`src/rtl/autoneg_sequencer.sv`:
```
module autoneg_sequencer #(
  parameter int BREAK_CYC  = 60_000_000,
  parameter int DETECT_CYC = 32
) (
  input  logic       clk,
  input  logic       rst_n,
  input  logic       an_enable,
  input  logic       restart_req,
  input  logic       ctl_speed100,
  input  logic       ctl_full,
  input  logic       link_ok,
  input  logic       flp_det,
  input  logic       idle100_det,
  input  logic       nlp10_det,
  input  logic [3:0] adv_ability,
  input  logic [3:0] lp_word,
  input  logic       exp_read,
  output logic       link_up,
  output logic       txrx_en,
  output logic       speed_100,
  output logic       full_duplex,
  output logic [3:0] lp_ability,
  output logic       exp_lp_an_able,
  output logic       exp_pd_fault,
  output logic       restart_ack
);
  localparam int MAXC = (BREAK_CYC > DETECT_CYC) ? BREAK_CYC : DETECT_CYC;
  localparam int CW   = $clog2(MAXC + 1);

  typedef enum logic [2:0] {
    ST_FORCED, ST_BREAK, ST_DETECT, ST_PARDET, ST_DONE, ST_UP
  } st_t;

  st_t         st;
  logic [CW-1:0] cnt;
  logic        seen100, seen10, pd_set;
  logic [3:0]  common;
  logic        s100, s10;

  assign common = adv_ability & lp_ability;
  assign s100   = seen100 | idle100_det;
  assign s10    = seen10  | nlp10_det;
  assign link_up = (st == ST_UP) | ((st == ST_FORCED) & link_ok);
  assign txrx_en = link_up;
  assign pd_set  = (st == ST_PARDET) & !flp_det & (cnt == CW'(DETECT_CYC - 1)) & s100 & s10;

  always_ff @(posedge clk) begin
    if (!rst_n) begin
      st <= ST_DETECT;
      cnt <= '0;
      seen100 <= 1'b0;
      seen10 <= 1'b0;
      speed_100 <= 1'b0;
      full_duplex <= 1'b0;
      lp_ability <= '0;
      exp_lp_an_able <= 1'b0;
      restart_ack <= 1'b0;
    end else begin
      restart_ack <= 1'b0;
      if (restart_req && an_enable) begin
        st <= ST_BREAK;
        cnt <= '0;
        restart_ack <= 1'b1;
      end else if (!an_enable) begin
        st <= ST_FORCED;
        speed_100 <= ctl_speed100;
        full_duplex <= ctl_full;
      end else begin
        case (st)
          ST_FORCED: st <= ST_DETECT;
          ST_BREAK: begin
            cnt <= cnt + 1'b1;
            if (cnt == CW'(BREAK_CYC - 1)) st <= ST_DETECT;
          end
          ST_DETECT: begin
            if (flp_det) begin
              lp_ability <= lp_word;
              exp_lp_an_able <= 1'b1;
              st <= ST_DONE;
            end else if (idle100_det || nlp10_det) begin
              seen100 <= idle100_det;
              seen10 <= nlp10_det;
              cnt <= '0;
              st <= ST_PARDET;
            end
          end
          ST_PARDET: begin
            if (flp_det) begin
              lp_ability <= lp_word;
              exp_lp_an_able <= 1'b1;
              st <= ST_DONE;
            end else begin
              seen100 <= s100;
              seen10 <= s10;
              cnt <= cnt + 1'b1;
              if (cnt == CW'(DETECT_CYC - 1)) begin
                if (s100 && s10) begin
                  st <= ST_DETECT;
                end else begin
                  speed_100 <= s100;
                  full_duplex <= 1'b0;
                  exp_lp_an_able <= 1'b0;
                  lp_ability <= s100 ? 4'b0100 : 4'b0001;
                  st <= ST_UP;
                end
              end
            end
          end
          ST_DONE: begin
            if (common == 4'b0000) begin
              st <= ST_DETECT;
            end else begin
              speed_100 <= common[3] | common[2];
              full_duplex <= common[3] | (!common[2] & common[1]);
              st <= ST_UP;
            end
          end
          ST_UP: if (!link_ok) st <= ST_DETECT;
          default: st <= ST_DETECT;
        endcase
      end
    end
  end

  always_ff @(posedge clk) begin
    if (!rst_n) exp_pd_fault <= 1'b0;
    else if (pd_set) exp_pd_fault <= 1'b1;
    else if (exp_read) exp_pd_fault <= 1'b0;
  end

  // break counter never passes its limit
  a_r9_break_bound: assert property (@(posedge clk) disable iff (!rst_n)
    (st == ST_BREAK) |-> (cnt < CW'(BREAK_CYC)));
  // acknowledge coincides with entry into the break
  a_r9_ack_break: assert property (@(posedge clk) disable iff (!rst_n)
    restart_ack |-> (st == ST_BREAK) && !txrx_en);
  // a parallel-detected link is half duplex and marks a non-negotiating partner
  a_r6_pd_half: assert property (@(posedge clk) disable iff (!rst_n)
    (st == ST_UP && $past(st) == ST_PARDET) |-> (!full_duplex && !exp_lp_an_able));
  // fault only arises out of a parallel detect window
  a_r7_fault_src: assert property (@(posedge clk) disable iff (!rst_n)
    $rose(exp_pd_fault) |-> ($past(st) == ST_PARDET) && (st == ST_DETECT));
  // link drop goes directly to detection
  a_r10_drop: assert property (@(posedge clk) disable iff (!rst_n)
    ($past(st) == ST_UP && $past(an_enable) && !$past(restart_req) && !$past(link_ok))
    |-> (st == ST_DETECT));
  // forced mode tracks control bits
  a_r2_forced: assert property (@(posedge clk) disable iff (!rst_n)
    (st == ST_FORCED && $past(st) == ST_FORCED)
    |-> (speed_100 == $past(ctl_speed100)) && (full_duplex == $past(ctl_full)));
endmodule

```
`config.mk`:
```
export PLATFORM = sky130hd
export DESIGN_NAME = autoneg_sequencer
export DESIGN_NICKNAME = d
export VERILOG_FILES = /design/src/rtl/autoneg_sequencer.sv
export SDC_FILE = /design/constraint.sdc
export NUM_CORES = 1
export LEC_CHECK = 0
export ABC_AREA = 1
export ABC_CLOCK_PERIOD_IN_PS = 1500
export BUFFER_PORTS_ARGS = -buffer_cell sky130_fd_sc_hd__buf_2
export CORE_ASPECT_RATIO = 1.4
export CORE_MARGIN = 3
export CORE_UTILIZATION = 40
export DETAILED_ROUTE_END_ITERATION = 8
export PLACE_DENSITY = 0.64
export SLEW_MARGIN = 20
export SYNTH_ARGS = -nofsm -noshare
export SYNTH_HDL_FRONTEND = slang
export SYNTH_SLANG_ARGS = --single-unit
```
`constraint.sdc`:
```
create_clock -name clk -period 1.5 [get_ports clk]
set_input_delay 0.225 -clock clk [delete_from_list [all_inputs] [get_ports clk]]
set_output_delay 0.225 -clock clk [all_outputs]
set_load 0.02 [all_outputs]
```
Word-level counts from Yosys, hierarchy flattened --
Cells that the tools add are included.
Word-level totals: output and inout bits 11, logic and storage cells 117, register bits 40
Operators by class: eq/ne operators 25, muxes and demuxes 47, $add $sub $neg 1, bitwise gates (word level) 15, reduce and logical (&&, ||, !) cells 18
Operator list (number):
- $mux 26 | 3
- $pmux 26 s3 | 1
- $mux 3 | 9
- $add 26x1->26 const B | 1
- $eq 26x26->1 const B | 1
- $eq 26x5->1 const B | 1
- $mux 1 | 21
- $reduce_and 6->1 | 3
- $mux 4 | 4
- $ne 3x3->1 const B | 5
- $pmux 3 s5 | 1
- $ne 2x2->1 const B | 6
- $pmux 1 s2 | 5
- $pmux 4 s2 | 1
- $reduce_and 4->1 | 2
- $and 1x1->1 | 6
- $eq 3x2->1 const B | 2
- $eq 3x3->1 const B | 2
- $ne 3x2->1 const B | 2
- $ne 5x3->1 const B | 1
- $ne 5x5->1 const B | 1
- $or 1x1->1 | 5
- $reduce_and 5->1 | 1
- $and 4x4->4 | 1
- other kinds (15) | 21

Logic depth before layout (Yosys ltp) --
Gate-level depths: netlist of run 1.
depth in word-level cells 8, depth in mapped cells 12, gate-level depth less buffers 12

Worst setup path after synthesis of run 1 --
Ideal clock, no wire load.
path kind register -> output, start point register st[1], end point output port txrx_en, data required time 1.275 ns, cell stages (with the launch flop) 5, buffers on the path 1, slack -0.241 ns, arrival 1.516 ns, cell sequence dfxtp_1 > nor2_1 > inv_2 > o31ai_1 > buf_4
Between the ends: word-level cells in the longest chain between the ends 3, elaborated cells on any way between the ends 4, classes of those cells eq/ne (1); bitwise (2); reduce/logical (1)
RTL lines:
- from (decl) | RTL line 34 | st_t st;
- from (signal assigned) | RTL line 49 | st <= ST_DETECT;
- from (signal assigned) | RTL line 61 | st <= ST_BREAK;
- from (signal assigned) | RTL line 65 | st <= ST_FORCED;
- $logic_not 3->1 | RTL line 43 | assign link_up = (st == ST_UP) | ((st == ST_FORCED) & link_ok);
- $and 1x1->1 | RTL line 43
- $or 1x1->1 (*) | RTL line 43
- to (decl) | RTL line 19 | output logic txrx_en,
Every way passes the cells marked *; elsewhere a longest branch is shown, timed or not.

Worst setup path in the final report of run 1 --
start point register st[1], end point output port link_up
Between the ends: word-level cells in the longest chain between the ends 3, elaborated cells on any way between the ends 4, classes of those cells eq/ne (1); bitwise (2); reduce/logical (1)
RTL lines:
- $logic_not 3->1 | RTL line 43
- $and 1x1->1 | RTL line 43
- $or 1x1->1 (*) | RTL line 43
- to (decl) | RTL line 18 | output logic link_up,
Marks and branches as above.

==> results.toml, run 1 <==
[timing]
final.min_clock_period_ps = 1530
skew_ps = 6.52
grt_setup_unrepaired = "true"
max_slew_margin = 0.787
final_max_slew_viol_count = 0
hold_ws_ps = 182
fin_tns_setup_ps = -65.4
setup_ws_ps = -32.6
fmax_ghz = 0.652
worst_pin_slew_ps = 318
report.final.setup_viol = 3
fin_crit_sh = 1.02
final-hold-violation-count = 0

[power_and_ir_drop]
combPwrFrac = 0.194
intPower_mw = 1.69
p_leak_nw = 1.52
seqPwrFrac = 0.466
p_total_mw = 2.36
p_sw_frac = 0.284
p_sw_mw = 0.671
power_frac_clock = 0.340
pwr_density_cell_mw_per_mm2 = 664
ir_worst_vdd_mv = 0.436

[worst_hold_path]
hold_class = "primary input to flop"

[synthesis]
ys_seq_elements = 40
synth_edf_count = 0
yosysUniqueCellTypes = 33
synth_ff_type = "dfxtp_1"
synth_area_sq_mm = 0.00257
syn_avg_cell_area_sq_um = 6.01
yosys_warnings = 0
synth_seq_area_share = 0.312
synthCells = 427
synthArstFlopShare = 0
syn_nets = 447

[route]
vias = 3050
first_pass_iters = 7
via_per_inst = 5.13
drtIter0Drc = 224
wl_per_cell_um = 13.3
drc = 0
wl_mm = 7.88
ant_nets = 0

[setup_path]
crit_fanout = 2
start_kind = "flop"
cp.required_ps = 1270
cp_slowest_stage_delay_ps = 340
setup.worst_path.class = "flop to output pin"
cpMaxStageDelayCell = "dfxtp_2"
path_cells = "nor2_4, inv_2, buf_6, o31ai_4, buf_6"
worstSetupEndpointType = "output pin"
crit_family = "flip-flops"
cp.arrival_ps = 1310
critPathMostFrequentCell = "buf_6"
path_buf_inv = 3

[clock_tree]
path_clk_slew_ps = 80
cts_tree = "built"
cts-root-buf = "clkbuf_8"
htree_levels = 2
clock-sinks = 40
clk_path_buf_depth = 2
cts_hold_buffers = 0
clock_latency_ps = 290
cts_buffers = 5

[final_layout]
mostFrequentLayoutCell = "nand2_1"
fin_util = 0.589
area_growth_pct = 38.3
final_cell_mix = "118 x nand2_1, 65 x nor2_1, 62 x buf_4, 42 x inv_1, 29 x a21oi_1"
nNetsFinal = 544
n_antenna_cell = 0
nFillCells = 613
layout-drive-gt1-share = 0.334
fin_area_sq_mm = 0.00355

[grt]
grt_max_degree = 19
grt-ovfl-total = 0
grt_pass1_wl_mm = 13.2
antenna_found_initial = 0
grt_pass1_vias = 3024
grt_util_all_layers = 0.226

[outcome]
status = "finished with violations"
violations = "negative setup slack"

[place]
gp_congestion = 0.923
hpwl_mm = 6.14
io_buffer_count = 29
dpl_cell_area_sq_mm = 0.00324

[floorplan]
start_util = 0.426
rows = 33
num_io_pins = 30
die_h_um = 101
die_x_um = 73.7
die_area_sq_mm = 0.00743
coreArea_sq_mm = 0.00603

[run]
drv_cap = 0
cell usage after synthesis, types with 2 or more instances:
cell type | count | area (sq um)
nor2_1 | 83 | 312
nand2_1 | 126 | 473
a21oi_1 | 30 | 150
or2_2 | 2 | 12.5
dfxtp_1 | 40 | 801
xor2_1 | 2 | 17.5
buf_4 | 2 | 15.0
inv_1 | 45 | 169
nor3_1 | 9 | 45.0
nand2_2 | 2 | 12.5
nand2_4 | 2 | 22.5
o21ai_0 | 10 | 50.1
nand3_1 | 29 | 145
buf_6 | 2 | 22.5
nand4_1 | 17 | 106
nor3_2 | 2 | 20.0
nor2_4 | 3 | 33.8
inv_2 | 6 | 22.5
what timing repair did:
action	4_1_cts	5_1_grt
buffers inserted	3	3
setup endpoints to repair	26	32
pin swaps	5	6
resized for setup	30	37
path summary, 6_finish.rpt:
path | slack, ps | startpoint | cells past startpoint | end
max | -30 | st[1]$_SDFFE_PN1P_ | 5 | link_up
min | 180 | exp_read | 4 | exp_pd_fault$_SDFFE_PN0P_
min reg2reg | 460 | seen100$_SDFFE_PN0P_ | 2 | seen100$_SDFFE_PN0P_
max reg2reg | 0 | st[1]$_SDFFE_PN1P_ | 11 | cnt[24]$_SDFFE_PP0P_
power by group through the flow:
stage                     Combinational [mW]  Sequential (mW)  Clock, mW
final                                  0.458             1.10      0.802
after global routing                   0.502             1.10      0.869
after CTS                              0.440             1.10      0.824
after detailed placement               0.416             1.12          0
after global placement                 0.418             1.12          0
after floorplan                        0.222             1.14          0
state kept, by name (all words and copies together) (netlist names):
| register | cells |
|---|---|
| cnt | 26 |
| lp_ability | 4 |
| st | 3 |
| exp_lp_an_able | 1 |
| exp_pd_fault | 1 |
| full_duplex | 1 |
| restart_ack | 1 |
| seen10 | 1 |
| seen100 | 1 |
| speed_100 | 1 |
routing by layer:
metal	routed length, um	global-route usage
met1	2930	0.233
met2	4290	0.421
met3	312	0.0250
met4	338	0.135
met5	0	0
per-stage QoR:
step	setup slack [ps]	std cells
2_1_floorplan	-16.4	427
3_3_place_gp	-75.3	581
3_5_place_dp	-117	581
4_1_cts	-38.9	591
5_1_grt	-112	594
6_report	-32.6	594
area by class of cell:
| type | instances | area, sq um | area share |
|---|---|---|---|
| Clock buffer | 7 | 96.3 | 0.0271 |
| Tap cell | 70 | 87.6 | 0.0247 |
| Sequential cell | 40 | 822 | 0.232 |
| Inverter | 52 | 200 | 0.0564 |
| Timing Repair Buffer | 95 | 677 | 0.191 |
| Multi-Input combinational cell | 330 | 1670 | 0.470 |
worst register-to-register path, stage by stage, from the launching register on:
cell     delay (ps)
dfxtp_2         340
buf_6           130
nand2_4          80
nor2_2           50
o21ai_2          90
inv_2            70
nor2_4          180
buf_12          170
nand4_1         140
nand2_1          90
nand2_1          50
nor2_1           70
cells by family after synthesis:
| family | after synthesis | synth area share |
|---|---|---|
| and+or+nand+nor | 280 | 0.481 |
| buffers and inverters | 57 | 0.0926 |
| AOI/OAI and AO/OA | 47 | 0.102 |
| adders and majority gates | 1 | 0.00487 |
| xor gates and xnor gates | 2 | 0.00682 |
| DFF | 40 | 0.312 |
(Power assumes the default switching activity.)
==> run 2: changes to the inputs <==
- CORE_MARGIN: 3 -> 1.5
==> results.toml, run 2 (synthesis gave the netlist of run 1 again) <==
[final_layout]
n_antenna_cell = 0
top_register = "cnt"
final_cell_mix = "108 x nand2_1, 69 x nor2_1, 69 x buf_4, 39 x inv_1"
mostFrequentLayoutCell = "nand2_1"
nFillCells = 571
top_regs = "cnt (26), lp_ability (4), st (3)"
layout-drive-gt1-share = 0.401
multi_input_area_sq_mm = 0.00183
final-seq-area_sq_um = 827
area_growth_pct = 53.5
nNetsFinal = 562
largest_register_ffs = 26

[floorplan]
die_x_um = 70.7
num_io_pins = 30
die_area_sq_mm = 0.00692
rows = 34
start_util = 0.413
coreArea_sq_mm = 0.00621
die_h_um = 97.8

[clock_tree]
cts-root-buf = "clkbuf_8"
clock-sinks = 40
cts_hold_buffers = 0
path_clk_slew_ps = 80
htree_levels = 2
cts_buffers = 5
cts_tree = "built"
clock_latency_ps = 300
clk_path_buf_depth = 2

[setup_path]
crit_start = "st[1]$_SDFFE_PN1P_"
r2r-start = "st[1]$_SDFFE_PN1P_"
worstSetupEndpointType = "flop"
setup.worst_path.class = "flop to flop"
start_kind = "flop"
cp.arrival_ps = 1800
crit_fanout = 5
cp.required_ps = 1700

[route]
drtIter0Drc = 214
first_pass_iters = 4
ant_nets = 0
wl_mm = 8.60
wl_per_cell_um = 14.0
vias = 3162
drc = 0
via_per_inst = 5.14

[outcome]
violations = "negative setup slack"
status = "finished with violations"

[power_and_ir_drop]
p_sw_mw = 0.738
pwr_density_cell_mw_per_mm2 = 626
intPower_mw = 1.73
seqPwrFrac = 0.445
combPwrFrac = 0.240
power_frac_clock = 0.315
p_leak_nw = 1.66
ir_worst_vdd_mv = 0.439
p_total_mw = 2.47
p_sw_frac = 0.299

[grt]
grt_pass1_wl_mm = 13.8
grt_max_degree = 12
antenna_found_initial = 0
grt_util_all_layers = 0.249
grt_pass1_vias = 3127
grt-ovfl-total = 0

[timing]
fmax_ghz = 0.624
skew_ps = 7.20
setup_ws_ps = -102
final-hold-violation-count = 0
report.final.setup_viol = 22
grt_setup_unrepaired = "true"
hold_ws_ps = 163
max_slew_margin = 0.743
fin_crit_sh = 1.07
final_max_slew_viol_count = 0
final.min_clock_period_ps = 1600
worst_pin_slew_ps = 383

[worst_hold_path]
hold_class = "primary input to flop"
worstHoldStart = "exp_read"

[place]
hpwl_mm = 6.29
gp_congestion = 0.953
io_buffer_count = 29

[run]
drv_cap = 0
-- run 2: per-layer routing --
layer	track usage	vias to the layer above	routed length, um
met3	0.0382	31	309
met5	0	-	0
met1	0.261	1459	3170
met2	0.467	76	4740
met4	0.126	0	385
li1	-	1596	-
-- run 2: metrics by stage --
step / setup WS [ps] / TNS, ps / area [sq um] / instances / util
global route: -167 / -3570 / 3940 / 615 / 0.634
global placement: -55.9 / -354 / 3320 / 592 / 0.534
floorplan: -16.4 / -96.9 / 2580 / 427 / -
detailed placement: -147 / -1270 / 3320 / 592 / 0.534
finish: -102 / -802 / 3940 / 615 / 0.634
CTS: -80.1 / -266 / 3560 / 605 / 0.573
-- run 2: path summary, 6_finish.rpt --
kind	end	slack [ps]	cells after the start
setup / recovery	cnt[12]$_SDFFE_PP0P_	-100	11
hold / removal	exp_pd_fault$_SDFFE_PN0P_	160	4
setup reg to reg	cnt[12]$_SDFFE_PP0P_	-100	11
hold reg to reg	seen100$_SDFFE_PN0P_	470	2
-- run 2: power by group through the flow --
stage / Combinational [mW] / Sequential [mW] / Clock (mW)
after floorplan: 0.222 / 1.14 / 0
after global placement: 0.434 / 1.12 / 0
after detailed placement: 0.439 / 1.12 / 0
after CTS: 0.495 / 1.10 / 0.793
after global routing: 0.634 / 1.10 / 0.826
final: 0.591 / 1.10 / 0.776
-- run 2: layout make-up --
type / count / area share
multi-input cells: 330 / 0.466
repair buffers: 113 / 0.227
flip-flops and latches: 40 / 0.210
inverters: 52 / 0.0521
clock buffers: 8 / 0.0229
well taps: 72 / 0.0229
-- run 2: critical path, stage by stage (launching register included) --
cell and delay (ps):
dfxtp_4 380, buf_6 120, nand2_8 60, nor2_4 150, nand2_4 90, nand2_4 70, nor2_4 40, buf_12 130
buf_12 130, buf_4 130, a21oi_2 130, nor3b_2 50
-- run 2: repair_timing --
action,4_1_cts,5_1_grt
gates resized for setup,34,85
gates cloned,1,1
buffers inserted,4,10
pin swaps,7,25
endpoints found under the setup margin,24,38
hold endpoints to repair,0,0
==> run 3: changes to the inputs <==
- SKIP_LAST_GASP: unset -> 1
- TNS_END_PERCENT: unset -> 5
==> results.toml, run 3 (synthesis gave the netlist of run 1 again) <==
[outcome]
status = "finished with violations"
violations = "negative setup slack"

[place]
numPlacedInstances = 587
gp_congestion = 0.964
hpwl_mm = 6.16
pre_cts_slack_ps = -156
dpl_cell_area_sq_mm = 0.00327
io_buffer_count = 29

[final_layout]
largest_register_ffs = 26
n_antenna_cell = 0
area_growth_pct = 41.0
top_regs = "cnt (26), lp_ability (4), st (3)"
final_cell_mix = "124 x nand2_1, 78 x nor2_1, 74 x buf_4, 43 x inv_1, 35 x dfxtp_1"
top_register = "cnt"
layout-drive-gt1-share = 0.299
fin_cells = 608
nNetsFinal = 555
mostFrequentLayoutCell = "nand2_1"
fin_area_sq_mm = 0.00362

[route]
ant_nets = 0
via_per_inst = 5.06
drtIter0Drc = 196
wl_per_cell_um = 13.0
vias = 3076
wl_mm = 7.91
first_pass_iters = 4
drc = 0

[floorplan]
coreArea_sq_mm = 0.00621
num_io_pins = 30
rows = 34
die_x_um = 70.7
start_util = 0.413
die_h_um = 97.8
die_area_sq_mm = 0.00692

[setup_path]
cp.required_ps = 1720
cp.arrival_ps = 1810
path_cells = "nor2_4, buf_4, nor3_4, buf_4, nand3_4, buf_6, nor2_4, a21oi_1, nor3_1"
worstSetupEndpointType = "flop"
cp_slowest_stage_delay_ps = 400
cpMaxStageDelayCell = "dfxtp_4"
setup.worst_path.class = "flop to flop"
start_kind = "flop"
crit_fanout = 6

[power_and_ir_drop]
p_leak_nw = 1.59
ir_worst_vdd_mv = 0.389
pwr_density_cell_mw_per_mm2 = 714
p_total_mw = 2.59

[clock_tree]
path_clk_slew_ps = 80
clk_path_buf_depth = 2
clock-sinks = 40
htree_levels = 2
clock_latency_ps = 300
cts_tree = "built"
cts_buffers = 5
cts-root-buf = "clkbuf_8"

[grt]
grt_pass1_vias = 3000
grt-ovfl-total = 0
grt_max_degree = 19
antenna_found_initial = 0
grt_util_all_layers = 0.235
grt_pass1_wl_mm = 13.1

[timing]
report.final.setup_viol = 32
fmax_ghz = 0.625
setup_ws_ps = -99.1
grt_setup_unrepaired = "true"
max_slew_margin = 0.795
final_max_slew_viol_count = 0
worst_pin_slew_ps = 305
skew_ps = 4.76
final.min_clock_period_ps = 1600
final-hold-violation-count = 0
fin_crit_sh = 1.07

[worst_hold_path]
hold_class = "primary input to flop"

[run]
drv_cap = 0
[run 3: final timing paths]
path / startpoint / to / depth (start not counted) / slack (ps)
worst min register to register: seen100$_SDFFE_PN0P_ / seen100$_SDFFE_PN0P_ / 2 / 460
worst min-delay path: exp_read / exp_pd_fault$_SDFFE_PN0P_ / 4 / 180
worst max register to register: st[1]$_SDFFE_PN1P_ / cnt[5]$_SDFFE_PP0P_ / 9 / -100
worst max-delay path: st[1]$_SDFFE_PN1P_ / cnt[5]$_SDFFE_PP0P_ / 9 / -100
[run 3: layout make-up]
type / instances / area [sq um]
clock buffer: 7 / 96.3
clock inverter: 1 / 30.0
fill: 604 / 2590
inverter: 52 / 200
multi-input combinational: 330 / 1640
sequential: 40 / 812
tap: 72 / 90.1
timing repair buffer: 106 / 756
[run 3: per-stage QoR]
| step | hold WS, ps | utilization | TNS (ps) |
|---|---|---|---|
| floorplan | 309 | - | -122 |
| global placement | 449 | 0.526 | -677 |
| detailed placement | 457 | 0.526 | -1870 |
| CTS | 173 | 0.559 | -620 |
| global route | 193 | 0.583 | -4550 |
| finish | 179 | 0.583 | -1110 |
[run 3: layer usage]
layer,GRT usage,routed length [um],share of wire,up-vias
met2,0.444,4280,0.54,81
met4,0.112,291,0.037,0
met5,0,0,0,-
met1,0.245,3040,0.38,1379
li1,-,-,-,1590
met3,0.0382,298,0.038,26
[run 3: worst max-delay path: cells and delay by family (launching register included)]
family                 cells  cell delay [ps]
AOI/OAI and AO/OA          1               70
buffers and inverters      3              440
DFF                        1              400
and+or+nand+nor            5              610
[run 3: power by group]
part	internal, mW	switching (mW)
logic	0.218	0.268
clock network	0.588	0.412
registers	1.08	0.0180
[run 3: timing repair]
action | 4_1_cts | 5_1_grt
gates resized for setup | 17 | 25
pin swaps | 5 | 9
hold buffers | 0 | 0
endpoints found under the setup margin | 35 | 38
setup buffers | 5 | 9
